## config.mk

```make
export PLATFORM = sky130hd
export DESIGN_NAME = bus_yield_ctrl
export DESIGN_NICKNAME = d
export VERILOG_FILES = /design/src/rtl/bus_yield_pkg.sv /design/src/rtl/bus_yield_sync.sv /design/src/rtl/bus_yield_negrun.sv /design/src/rtl/bus_yield_ctrl.sv
export SDC_FILE = /design/constraint.sdc
export NUM_CORES = 1
export LEC_CHECK = 0
export CORE_AREA = 5 5 42 44
export CTS_BUF_LIST = sky130_fd_sc_hd__clkbuf_16
export DETAILED_ROUTE_END_ITERATION = 10
export DIE_AREA = 0 0 47 49
export HOLD_SLACK_MARGIN = 0.15
export MAX_ROUTING_LAYER = met4
export SYNTH_ARGS = -nofsm -noshare
export SYNTH_HDL_FRONTEND = slang
export SYNTH_SLANG_ARGS = --single-unit
```

## constraint.sdc

```tcl
create_clock -name clk -period 1.6 [get_ports clk]
set_input_delay 0.48 -clock clk [delete_from_list [all_inputs] [get_ports clk]]
set_output_delay 0.48 -clock clk [all_outputs]
set_load 0.03 [all_outputs]
```

## src/rtl/bus_yield_pkg.sv

```systemverilog
package bus_yield_pkg;

  typedef enum logic [2:0] {
    ST_OWN      = 3'd0,
    ST_DRAIN    = 3'd1,
    ST_GRANT    = 3'd2,
    ST_RELEASED = 3'd3,
    ST_RECLAIM  = 3'd4
  } yield_state_e;

  typedef struct packed {
    logic ack_n;
    logic strobe_oe;
    logic strobe_idle;
    logic adr_dat_oe;
    logic bus_hold;
  } yield_out_t;

  // Output pattern held in each state
  function automatic yield_out_t state_outputs(input yield_state_e st);
    yield_out_t o;
    case (st)
      ST_OWN:      o = '{ack_n:1'b1, strobe_oe:1'b1, strobe_idle:1'b0, adr_dat_oe:1'b1, bus_hold:1'b0};
      ST_DRAIN:    o = '{ack_n:1'b1, strobe_oe:1'b1, strobe_idle:1'b0, adr_dat_oe:1'b1, bus_hold:1'b1};
      ST_GRANT:    o = '{ack_n:1'b0, strobe_oe:1'b1, strobe_idle:1'b1, adr_dat_oe:1'b1, bus_hold:1'b1};
      ST_RELEASED: o = '{ack_n:1'b0, strobe_oe:1'b0, strobe_idle:1'b1, adr_dat_oe:1'b0, bus_hold:1'b1};
      ST_RECLAIM:  o = '{ack_n:1'b1, strobe_oe:1'b1, strobe_idle:1'b1, adr_dat_oe:1'b0, bus_hold:1'b1};
      default:     o = '{ack_n:1'b1, strobe_oe:1'b1, strobe_idle:1'b0, adr_dat_oe:1'b1, bus_hold:1'b0};
    endcase
    return o;
  endfunction

  // True when this sample completes the run of negated samples
  function automatic logic run_complete(input int unsigned run_so_far,
                                        input logic        negated_now,
                                        input int unsigned run_needed);
    return negated_now && ((run_so_far + 1) >= run_needed);
  endfunction

endpackage

```

## src/rtl/bus_yield_sync.sv

```systemverilog
module bus_yield_sync #(
  parameter int STAGES = 2
) (
  input  logic clk,
  input  logic rst_n,
  input  logic async_in,
  output logic sync_out
);
  logic [STAGES-1:0] chain;

  generate
    for (genvar i = 0; i < STAGES; i++) begin : g_stage
      if (i == 0) begin : g_first
        always_ff @(posedge clk or negedge rst_n)
          if (!rst_n) chain[0] <= 1'b1;
          else        chain[0] <= async_in;
      end else begin : g_next
        always_ff @(posedge clk or negedge rst_n)
          if (!rst_n) chain[i] <= 1'b1;
          else        chain[i] <= chain[i-1];
      end
    end
  endgenerate

  assign sync_out = chain[STAGES-1];
endmodule

```

## src/rtl/bus_yield_negrun.sv

```systemverilog
module bus_yield_negrun
  import bus_yield_pkg::*;
#(
  parameter int NEG_MIN = 2
) (
  input  logic clk,
  input  logic rst_n,
  input  logic count_en,
  input  logic negated,
  output logic neg_met
);
  localparam int CW = (NEG_MIN > 2) ? $clog2(NEG_MIN) : 1;
  localparam logic [CW-1:0] LAST = CW'(NEG_MIN - 1);

  logic [CW-1:0] run;

  always_ff @(posedge clk or negedge rst_n) begin
    if (!rst_n)                   run <= '0;
    else if (!count_en || !negated) run <= '0;
    else if (run != LAST)         run <= run + 1'b1;
  end

  assign neg_met = count_en &&
                   run_complete(int'(unsigned'(run)), negated, NEG_MIN);


  negrun_reset_chk: assert property (@(posedge clk) disable iff (!rst_n)
    (count_en && !negated) |=> !neg_met);
endmodule

```

## src/rtl/bus_yield_ctrl.sv

```systemverilog
module bus_yield_ctrl
  import bus_yield_pkg::*;
#(
  parameter int SYNC_STAGES = 2,
  parameter int NEG_MIN     = 2
) (
  input  logic clk,
  input  logic rst_n,
  input  logic req_n,
  input  logic cycle_done,
  output logic ack_n,
  output logic strobe_oe,
  output logic strobe_idle,
  output logic adr_dat_oe,
  output logic bus_hold
);
  logic         req_n_s;
  logic         req_act;
  logic         neg_met;
  logic         in_released;
  yield_state_e state, state_nx;
  yield_out_t   outs;

  bus_yield_sync #(.STAGES(SYNC_STAGES)) u_sync (
    .clk(clk), .rst_n(rst_n), .async_in(req_n), .sync_out(req_n_s)
  );

  assign req_act     = !req_n_s;
  assign in_released = (state == ST_RELEASED);

  bus_yield_negrun #(.NEG_MIN(NEG_MIN)) u_negrun (
    .clk(clk), .rst_n(rst_n), .count_en(in_released),
    .negated(req_n_s), .neg_met(neg_met)
  );

  always_comb begin
    state_nx = state;
    case (state)
      ST_OWN:      if (req_act) state_nx = cycle_done ? ST_GRANT : ST_DRAIN;
      ST_DRAIN:    if (!req_act) state_nx = ST_OWN;
                   else if (cycle_done) state_nx = ST_GRANT;
      ST_GRANT:    state_nx = ST_RELEASED;
      ST_RELEASED: if (neg_met) state_nx = ST_RECLAIM;
      ST_RECLAIM:  state_nx = ST_OWN;
      default:     state_nx = ST_OWN;
    endcase
  end

  always_ff @(posedge clk or negedge rst_n)
    if (!rst_n) state <= ST_OWN;
    else        state <= state_nx;

  assign outs        = state_outputs(state);
  assign ack_n       = outs.ack_n;
  assign strobe_oe   = outs.strobe_oe;
  assign strobe_idle = outs.strobe_idle;
  assign adr_dat_oe  = outs.adr_dat_oe;
  assign bus_hold    = outs.bus_hold;


  float_after_ack_chk: assert property (@(posedge clk) disable iff (!rst_n)
    $fell(ack_n) |=> (!strobe_oe && !adr_dat_oe));

  idle_before_float_chk: assert property (@(posedge clk) disable iff (!rst_n)
    $fell(strobe_oe) |-> $past(strobe_idle));

  strobe_before_adr_chk: assert property (@(posedge clk) disable iff (!rst_n)
    $rose(adr_dat_oe) |-> $past(strobe_oe));

  reclaim_on_run_chk: assert property (@(posedge clk) disable iff (!rst_n)
    $rose(ack_n) |-> $past(neg_met));

  released_floats_chk: assert property (@(posedge clk) disable iff (!rst_n)
    (!ack_n && !strobe_oe) |-> !adr_dat_oe);

  hold_release_chk: assert property (@(posedge clk) disable iff (!rst_n)
    !bus_hold |-> (ack_n && strobe_oe && adr_dat_oe));

  drain_no_ack_chk: assert property (@(posedge clk) disable iff (!rst_n)
    ($past(state) == ST_DRAIN && !$past(req_act)) |-> ack_n);
endmodule

```

==> impl_metrics.csv, run 1 <==
group,metric,value,unit
placed_design,hpwl,384,um
layout,fin_nets,46,
layout,stdcell_count,57,
grt,grt_max_degree,7,
setup_path,start_kind,"flop",
timing,finalCritPeriodShare,100,%
logic_synthesis,synth_area_per_cell,11.5,um2
drt,wirelength,584,um
power_and_ir_drop,comb_power_share,47.0,%
logic_synthesis,async_flop_share,100,%
layout,syn_to_final_growth,99.5,%
grt,grt_overflow,0,
job,max_cap_viol_count,0,
outcome,status,"finished with violations",
power_and_ir_drop,clkPwrFrac,33.8,%
layout,drive_gt1_share,58.5,%
grt,antenna_found_initial,0,
timing,setup_viol,1,
power_and_ir_drop,leakage,0.232,nW
timing,fin_ws,-2.30,ps
logic_synthesis,yosys_warnings,0,
logic_synthesis,synth_cell_types,15,
timing,max_slew_margin,83.2,%
power_and_ir_drop,power.density,2440,nW/um2
clock_network,holdBufCountCts,0,
grt,grt_pass1_wl,938,um
power_and_ir_drop,power_frac_seq,19.2,%
power_and_ir_drop,vdd_drop_max,0.793,mV
layout,antenna_cells,0,
layout,post-route-util,36.0,%
logic_synthesis,synthTopCellsByCount,"4 x dfrtp_1, 3 x nor2_1, 2 x dfstp_2, 2 x nand2b_1",
power_and_ir_drop,finalPower,1.23,mW
logic_synthesis,synthCells,22,
drt,route.detailed.drc,0,
placed_design,placed_area,375,um2
timing,max_freq,624,MHz
grt,grt_pass1_vias,210,
setup_path,worstPathArrival,1120,ps
placed_design,dp_slack,130,ps
drt,initialDrtViolationCount,1,
placed_design,gp_congestion,0.675,
logic_synthesis,synthMostInstantiatedCell,"dfrtp_1",
die,die_w,47,um
die,rows,14,
power_and_ir_drop,sw_frac_of_total,33.4,%
logic_synthesis,synth_fp_nets,26,
layout,final_cell_area,504,um2
setup_path,crit_required,1120,ps
drt,vias,222,
logic_synthesis,yosysTopAreaCell,"dfrtp_1",
timing,maxSlewViolCount,0,
clock_network,clock_sinks,6,
timing,rsz0062_at_grt,"yes",
logic_synthesis,synth.yosys.seq_area_share,60.4,%
clock_network,clkTransAtPathRegs,40,ps
logic_synthesis,syn_area,253,um2
clock_network,clock-root-buffer,"clkbuf_16",
hold_path,hold_path.class,"reg -> reg",
power_and_ir_drop,switching_power,0.411,mW
timing,min_period,1600,ps
setup_path,worstSetupEndpointType,"output port",
logic_synthesis,ys_top_cells_by_area,"dfrtp_1 40%, dfstp_2 21%, nand2b_1 5.0%",
logic_synthesis,synth.ff_latch_count,6,
drt,drtPass1Iterations,2,
placed_design,placed_cells,49,
logic_synthesis,yosys.area.top_type_share,39.6,%
die,io_pins,9,
logic_synthesis,synth_edf_count,0,
timing,fin_setup_tns,-2.30,ps
drt,drt-wirelength-per-cell,10.2,um
timing,hold_viol,0,
placed_design,port-buffer-count,8,
timing,worstMarginPinSlew,252,ps
clock_network,htree_levels,1,
die,die_h,49,um
drt,drtAntennaViolNets,0,
setup_path,path_class,"reg -> out",
timing,holdWs,353,ps
outcome,violations,"setup timing",
setup_path,worstPathMaxFanout,4,
clock_network,cts_tree,"built",
die,dieArea,2300,um2
die,core-area,1400,um2
clock_network,ctsLongestPathBuffers,2,
clock_network,cts_buffers,3,
clock_network,worst_skew_pair.late_latency,230,ps
grt,grt_util_all_layers,6.25,%
timing,skew,3.07,ps
logic_synthesis,ys.flop_type,"dfrtp_1",
die,start_util,18.0,%
drt,drt-vias-per-instance,3.89,
power_and_ir_drop,p_int,0.819,mW
path summary, 6_finish.rpt:
check,cells past startpoint,start,endpoint,slack [ps]
setup / recovery,3,state[1],strobe_idle,-2
hold / removal,0,u_sync.chain[0],u_sync.sync_out,350
setup reg to reg,4,state[2],state[2],570
hold reg to reg,0,u_sync.chain[0],u_sync.sync_out,350
max in group asynchronous,1,rst_n,u_sync.chain[0],850
min in group asynchronous,1,rst_n,u_negrun.run,480
timing repair:
action	4_1_cts	5_1_grt
gates resized for setup	4	2
endpoints found under the hold margin	0	0
cloned	0	0
pin swaps	2	1
buffers inserted	3	1
setup endpoints to repair	3	4
flip-flops by register name (all words and copies together) (netlist names):
register and cells:
u_sync.chain 1, u_sync.sync_out 1, state 3, u_negrun.run 1
critical path, cell delays in order, from the launching register on:
cell and delay (ps):
dfrtp_2 430, nand2b_1 100, a21bo_2 230, buf_6 130
per-layer routing:
| layer | global-route usage, % | part of all wire, % |
|---|---|---|
| met1 | 8.09 | 40 |
| met2 | 6.56 | 43 |
| met3 | 3.32 | 12 |
| met4 | 5.53 | 4.6 |
| met5 | - | 0 |
power by group through the flow:
stage	clock network (mW)	registers [mW]	logic (mW)
final	0.415	0.236	0.579
after detailed placement	0	0.230	0.473
after floorplan	0	0.225	0.292
after CTS	0.419	0.226	0.568
after global placement	0	0.229	0.467
after global routing	0.433	0.242	0.619
cell type report:
type                       instances  area [um2]
clock buffer                       3        75.1
clock inverter                     1        3.75
fill                             151         897
inverter                           1        3.75
multi-input combinational         15         115
sequential                         6         155
tap                               16        20.0
timing repair buffer              15         131
placed cells by master, fill, tap and decap left out:
master,Yosys,layout
buf_6,0,3
dfrtp_2,0,2
inv_1,1,2
nand2_1,1,1
o21bai_1,1,1
nor2_4,0,1
nand3b_1,1,1
clkdlybuf4s50_1,0,3
or2_2,1,1
a21boi_4,0,1
xnor2_1,1,1
buf_4,0,9
a31oi_1,1,1
a21oi_1,1,1
dfstp_2,2,2
a21bo_2,1,2
nor2_1,3,2
nand2b_1,2,2
clkbuf_16,0,3
dfrtp_1,4,2
cells by family (layout without fill, tap and decap cells):
kind of cell / Yosys count / count (layout) / share of synthesized area [%]
XOR/XNOR: 1 / 1 / 3.47
buffers and inverters: 1 / 20 / 1.48
AO/OA/AOI/OAI: 6 / 6 / 18.3
AND/OR/NAND/NOR: 8 / 8 / 16.3
flip-flops: 6 / 6 / 60.4
No activity file was read; power rests on OpenSTA's default activity.
==> inputs of run 2 (changes only) <==
--- a/config.mk
+++ b/config.mk
@@ -11,6 +11,7 @@
 export DIE_AREA = 0 0 47 49
 export HOLD_SLACK_MARGIN = 0.15
 export MAX_ROUTING_LAYER = met4
+export SKIP_LAST_GASP = 1
 export SYNTH_ARGS = -nofsm -noshare
 export SYNTH_HDL_FRONTEND = slang
 export SYNTH_SLANG_ARGS = --single-unit
==> run 2 against run 1 <==
  * The flow still finishes with violations (setup timing)
  * Routed wire length did not move
  * Clock skew did not move
  * Non-clock buffer count did not move
  * First-iteration DRC count did not move
  * Register-to-register slack barely moved
  * Clock power barely moved
  * Sequential cell count did not move
  * Clock-buffer cell count did not move
  * Critical endpoint unchanged
==> impl_metrics.csv, run 2 (synthesis gave the netlist of run 1 again) <==
group,metric,value,unit
timing,rsz0062_at_grt,"yes",
timing,skew,3.07,ps
grt,grt_overflow,0,
clock_network,ctsLongestPathBuffers,2,
die,die_h,49,um
clock_network,clkTransAtPathRegs,40,ps
drt,drt-vias-per-instance,3.89,
layout,regMostFlops,"state",
layout,antenna_cells,0,
grt,grt_util_all_layers,6.18,%
timing,finalCritPeriodShare,100,%
placed_design,gp_congestion,0.675,
timing,max_freq,624,MHz
layout,fillCellCount,151,
outcome,violations,"setup timing",
setup_path,start_kind,"flop",
power_and_ir_drop,finalPower,1.23,mW
hold_path,hold_path.class,"reg -> reg",
setup_path,worstPathMaxFanout,4,
timing,setup_viol,1,
timing,maxSlewViolCount,0,
setup_path,crit_required,1120,ps
drt,vias,222,
grt,grt_pass1_wl,931,um
die,die_w,47,um
timing,fin_ws,-2.31,ps
die,dieArea,2300,um2
grt,grt_max_degree,7,
layout,syn_to_final_growth,99.5,%
clock_network,clock_sinks,6,
clock_network,htree_levels,1,
layout,largest_register_ff_count,3,
outcome,status,"finished with violations",
power_and_ir_drop,leakage,0.232,nW
grt,antenna_found_initial,0,
timing,max_slew_margin,83.2,%
power_and_ir_drop,power.density,2440,nW/um2
clock_network,worst_skew_pair.late_latency,230,ps
setup_path,reg2reg_slack,570,ps
drt,initialDrtViolationCount,1,
timing,min_period,1600,ps
grt,grt_pass1_vias,210,
layout,stdcell_count,57,
drt,route.detailed.drc,0,
timing,worstMarginPinSlew,252,ps
timing,holdWs,353,ps
drt,drt-wirelength-per-cell,10.2,um
drt,drtPass1Iterations,2,
die,io_pins,9,
die,core-area,1400,um2
layout,final_cell_mix,"9 x buf_4, 3 x clkbuf_16, 3 x clkdlybuf4s50_1, 3 x buf_6",
placed_design,placed_cells,49,
drt,wirelength,584,um
placed_design,port-buffer-count,8,
layout,final_common_cell,"buf_4",
layout,drive_gt1_share,58.5,%
clock_network,holdBufCountCts,0,
timing,hold_viol,0,
clock_network,clock-root-buffer,"clkbuf_16",
clock_network,cts_tree,"built",
setup_path,worstSetupEndpointType,"output port",
die,start_util,18.0,%
placed_design,hpwl,384,um
power_and_ir_drop,vdd_drop_max,0.795,mV
setup_path,path_class,"reg -> out",
drt,drtAntennaViolNets,0,
clock_network,cts_buffers,3,
setup_path,worstPathArrival,1120,ps
die,rows,14,
layout,fin_nets,46,
job,max_cap_viol_count,0,
## run 2: cell counts in the layout (fill, tap and decap cells not counted)
No cell type changed its count.
## run 2: timing repair
| item | in CTS | in global routing |
|---|---|---|
| resized for setup | 3 | 3 |
| pin swaps | 2 | 1 |
| setup endpoints to repair | 3 | 4 |
| setup buffers | 3 | 1 |
## run 2: final cells by class
class | count | area [um2] | area share [%]
timing repair buffer | 15 | 131 | 26.1
sequential | 6 | 155 | 30.8
tap | 16 | 20.0 | 3.97
clock buffer | 3 | 75.1 | 14.9
clock inverter | 1 | 3.75 | 0.744
inverter | 1 | 3.75 | 0.744
multi-input combinational | 15 | 115 | 22.8
## run 2: metrics by stage
stage | TNS (ps) | util (%) | setup slack [ps] | instance area [um2]
floorplan | -4.09 | - | -4.09 | 265
detailed placement | 0 | 26.8 | 130 | 375
global route | -95.4 | 36.0 | -36.5 | 504
global placement | 0 | 26.8 | 129 | 375
CTS | -40.3 | 34.7 | -19.0 | 487
finish | -2.31 | 36.0 | -2.31 | 504
## run 2: worst max-delay path, stage by stage, from the launching register on
cell      delay, ps
dfrtp_2         430
nand2b_1        100
a21bo_2         230
buf_6           130
## run 2: path summary, 6_finish.rpt
path                                      start         endpoint  cells past startpoint
min in group asynchronous                 rst_n     u_negrun.run                      1
max in group asynchronous                 rst_n  u_sync.chain[0]                      1
worst min register to register  u_sync.chain[0]  u_sync.sync_out                      0
worst min-delay path            u_sync.chain[0]  u_sync.sync_out                      0
worst max register to register         state[2]         state[2]                      4
worst max-delay path                   state[1]      strobe_idle                      3
## run 2: where the power goes
group | switching (mW) | internal (mW) | total (mW) | leakage [nW]
logic | 0.279 | 0.299 | 0.579 | 0.124
clock network | 0.0908 | 0.325 | 0.415 | 0.0423
registers | 0.0413 | 0.195 | 0.236 | 0.0661
## run 2: per-layer routing
| metal | part of all wire [%] | vias to the layer above | GRT usage (%) |
|---|---|---|---|
| met1 | 38 | 93 | 7.87 |
| met2 | 43 | 12 | 6.56 |
| met3 | 14 | 5 | 3.32 |
| met5 | 0 | - | - |
| met4 | 4.6 | 0 | 5.53 |
| li1 | - | 112 | - |
==> inputs of run 3 (changes only) <==
--- a/config.mk
+++ b/config.mk
@@ -11,7 +11,9 @@
 export DIE_AREA = 0 0 47 49
 export HOLD_SLACK_MARGIN = 0.15
 export MAX_ROUTING_LAYER = met4
+export SKIP_CTS_REPAIR_TIMING = 1
 export SKIP_LAST_GASP = 1
 export SYNTH_ARGS = -nofsm -noshare
 export SYNTH_HDL_FRONTEND = slang
 export SYNTH_SLANG_ARGS = --single-unit
+export TNS_END_PERCENT = 30
==> run 3 against run 2 <==
  * The flow still finishes with violations (setup timing)
  * Power shrank 0.71%
  * Die area is the same
  * Maximum frequency down 0.73%
  * Sequential share of layout area did not move
  * Hold slack is essentially flat
  * Via count is the same
  * Non-clock buffer count unchanged
  * Register-to-register slack barely moved
  * Clock power about the same
  * Clock-buffer cell count is the same
  * Sequential power about the same
  * Largest cell class unchanged
  * Largest power group unchanged
==> impl_metrics.csv, run 3 (synthesis gave the netlist of run 1 again) <==
group,metric,value,unit
timing,fin_ws,-14.1,ps
setup_path,worstSetupEndpointType,"output port",
die,start_util,18.0,%
layout,final_common_cell,"buf_4",
grt,grt_max_degree,7,
setup_path,start_kind,"flop",
clock_network,clkTransAtPathRegs,30,ps
grt,grt_pass1_vias,201,
power_and_ir_drop,leakage,0.232,nW
clock_network,cts_buffers,3,
power_and_ir_drop,power.density,2420,nW/um2
layout,final_cell_mix,"9 x buf_4, 3 x clkbuf_16, 3 x clkdlybuf4s50_1, 3 x buf_6",
layout,largest_register_ff_count,3,
layout,fin_nets,46,
layout,antenna_cells,0,
grt,grt_overflow,0,
timing,worstMarginPinSlew,251,ps
layout,drive_gt1_share,58.5,%
clock_network,clock-root-buffer,"clkbuf_16",
timing,holdWs,353,ps
placed_design,port-buffer-count,8,
grt,grt_pass1_wl,910,um
drt,drtPass1Iterations,2,
drt,route.detailed.drc,0,
die,die_h,49,um
drt,wirelength,581,um
clock_network,worst_skew_pair.late_latency,230,ps
timing,skew,2.89,ps
die,io_pins,9,
timing,max_freq,620,MHz
die,dieArea,2300,um2
timing,rsz0062_at_grt,"yes",
die,core-area,1400,um2
clock_network,cts_tree,"built",
clock_network,clock_sinks,6,
timing,hold_viol,0,
power_and_ir_drop,vdd_drop_max,0.737,mV
clock_network,ctsLongestPathBuffers,2,
setup_path,worstPathMaxFanout,4,
die,rows,14,
outcome,status,"finished with violations",
drt,drt-vias-per-instance,3.89,
job,max_cap_viol_count,0,
timing,min_period,1610,ps
placed_design,placed_cells,49,
drt,initialDrtViolationCount,1,
drt,drt-wirelength-per-cell,10.2,um
setup_path,path_class,"reg -> out",
setup_path,worstPathArrival,1130,ps
drt,drtAntennaViolNets,0,
grt,grt_util_all_layers,6.04,%
timing,setup_viol,1,
timing,finalCritPeriodShare,101,%
die,die_w,47,um
grt,antenna_found_initial,0,
layout,regMostFlops,"state",
placed_design,gp_congestion,0.675,
setup_path,reg2reg_slack,560,ps
placed_design,hpwl,384,um
timing,fin_setup_tns,-14.1,ps
hold_path,hold_path.class,"reg -> reg",
timing,maxSlewViolCount,0,
timing,max_slew_margin,83.2,%
outcome,violations,"setup timing",
setup_path,crit_required,1120,ps
layout,syn_to_final_growth,99.5,%
clock_network,htree_levels,1,
layout,final_cell_area,504,um2
layout,stdcell_count,57,
placed_design,placed_area,375,um2
drt,vias,222,
## run 3: path summary, 6_finish.rpt
kind,start,end,cells after the start
setup / recovery,state[2],strobe_oe,3
hold / removal,u_sync.chain[0],u_sync.sync_out,0
setup reg to reg,state[2],state[2],4
hold reg to reg,u_sync.chain[0],u_sync.sync_out,0
max in group asynchronous,rst_n,u_sync.chain[0],1
min in group asynchronous,rst_n,u_negrun.run,1
## run 3: per-stage QoR
stage               setup slack (ps)  total power, mW  util, %
floorplan                      -4.09            0.518        -
global placement                 129            0.695     26.8
detailed placement               130            0.703     26.8
CTS                             -136             1.13     32.4
global route                   -44.5             1.28     36.0
finish                         -14.1             1.22     36.0
## run 3: area by class of cell
class	count	area, um2
Tap cell	16	20.0
Inverter	1	3.75
Clock buffer	3	75.1
Fill cell	151	897
Multi-Input combinational cell	15	115
Timing Repair Buffer	15	131
Clock inverter	1	3.75
Sequential cell	6	155
## run 3: power by group
group | internal [mW] | switching (mW) | total (mW) | leakage, nW
Sequential | 0.195 | 0.0413 | 0.236 | 0.0661
Combinational | 0.292 | 0.278 | 0.570 | 0.123
Clock | 0.325 | 0.0905 | 0.415 | 0.0423
Total | 0.812 | 0.410 | 1.22 | 0.232
## run 3: worst max-delay path, cell delays in order, from the launching register on
cell and delay [ps]:
dfrtp_2 400, nand3b_1 180, buf_4 160, buf_4 160
## run 3: per-layer routing
| layer | share of wire [%] | wire (um) | vias up | track usage (%) |
|---|---|---|---|---|
| li1 | - | - | 110 | - |
| met1 | 40 | 235 | 95 | 7.87 |
| met2 | 43 | 248 | 12 | 6.11 |
| met3 | 12 | 69 | 5 | 3.32 |
| met4 | 4.6 | 27 | 0 | 5.53 |
| met5 | 0 | 0 | - | - |
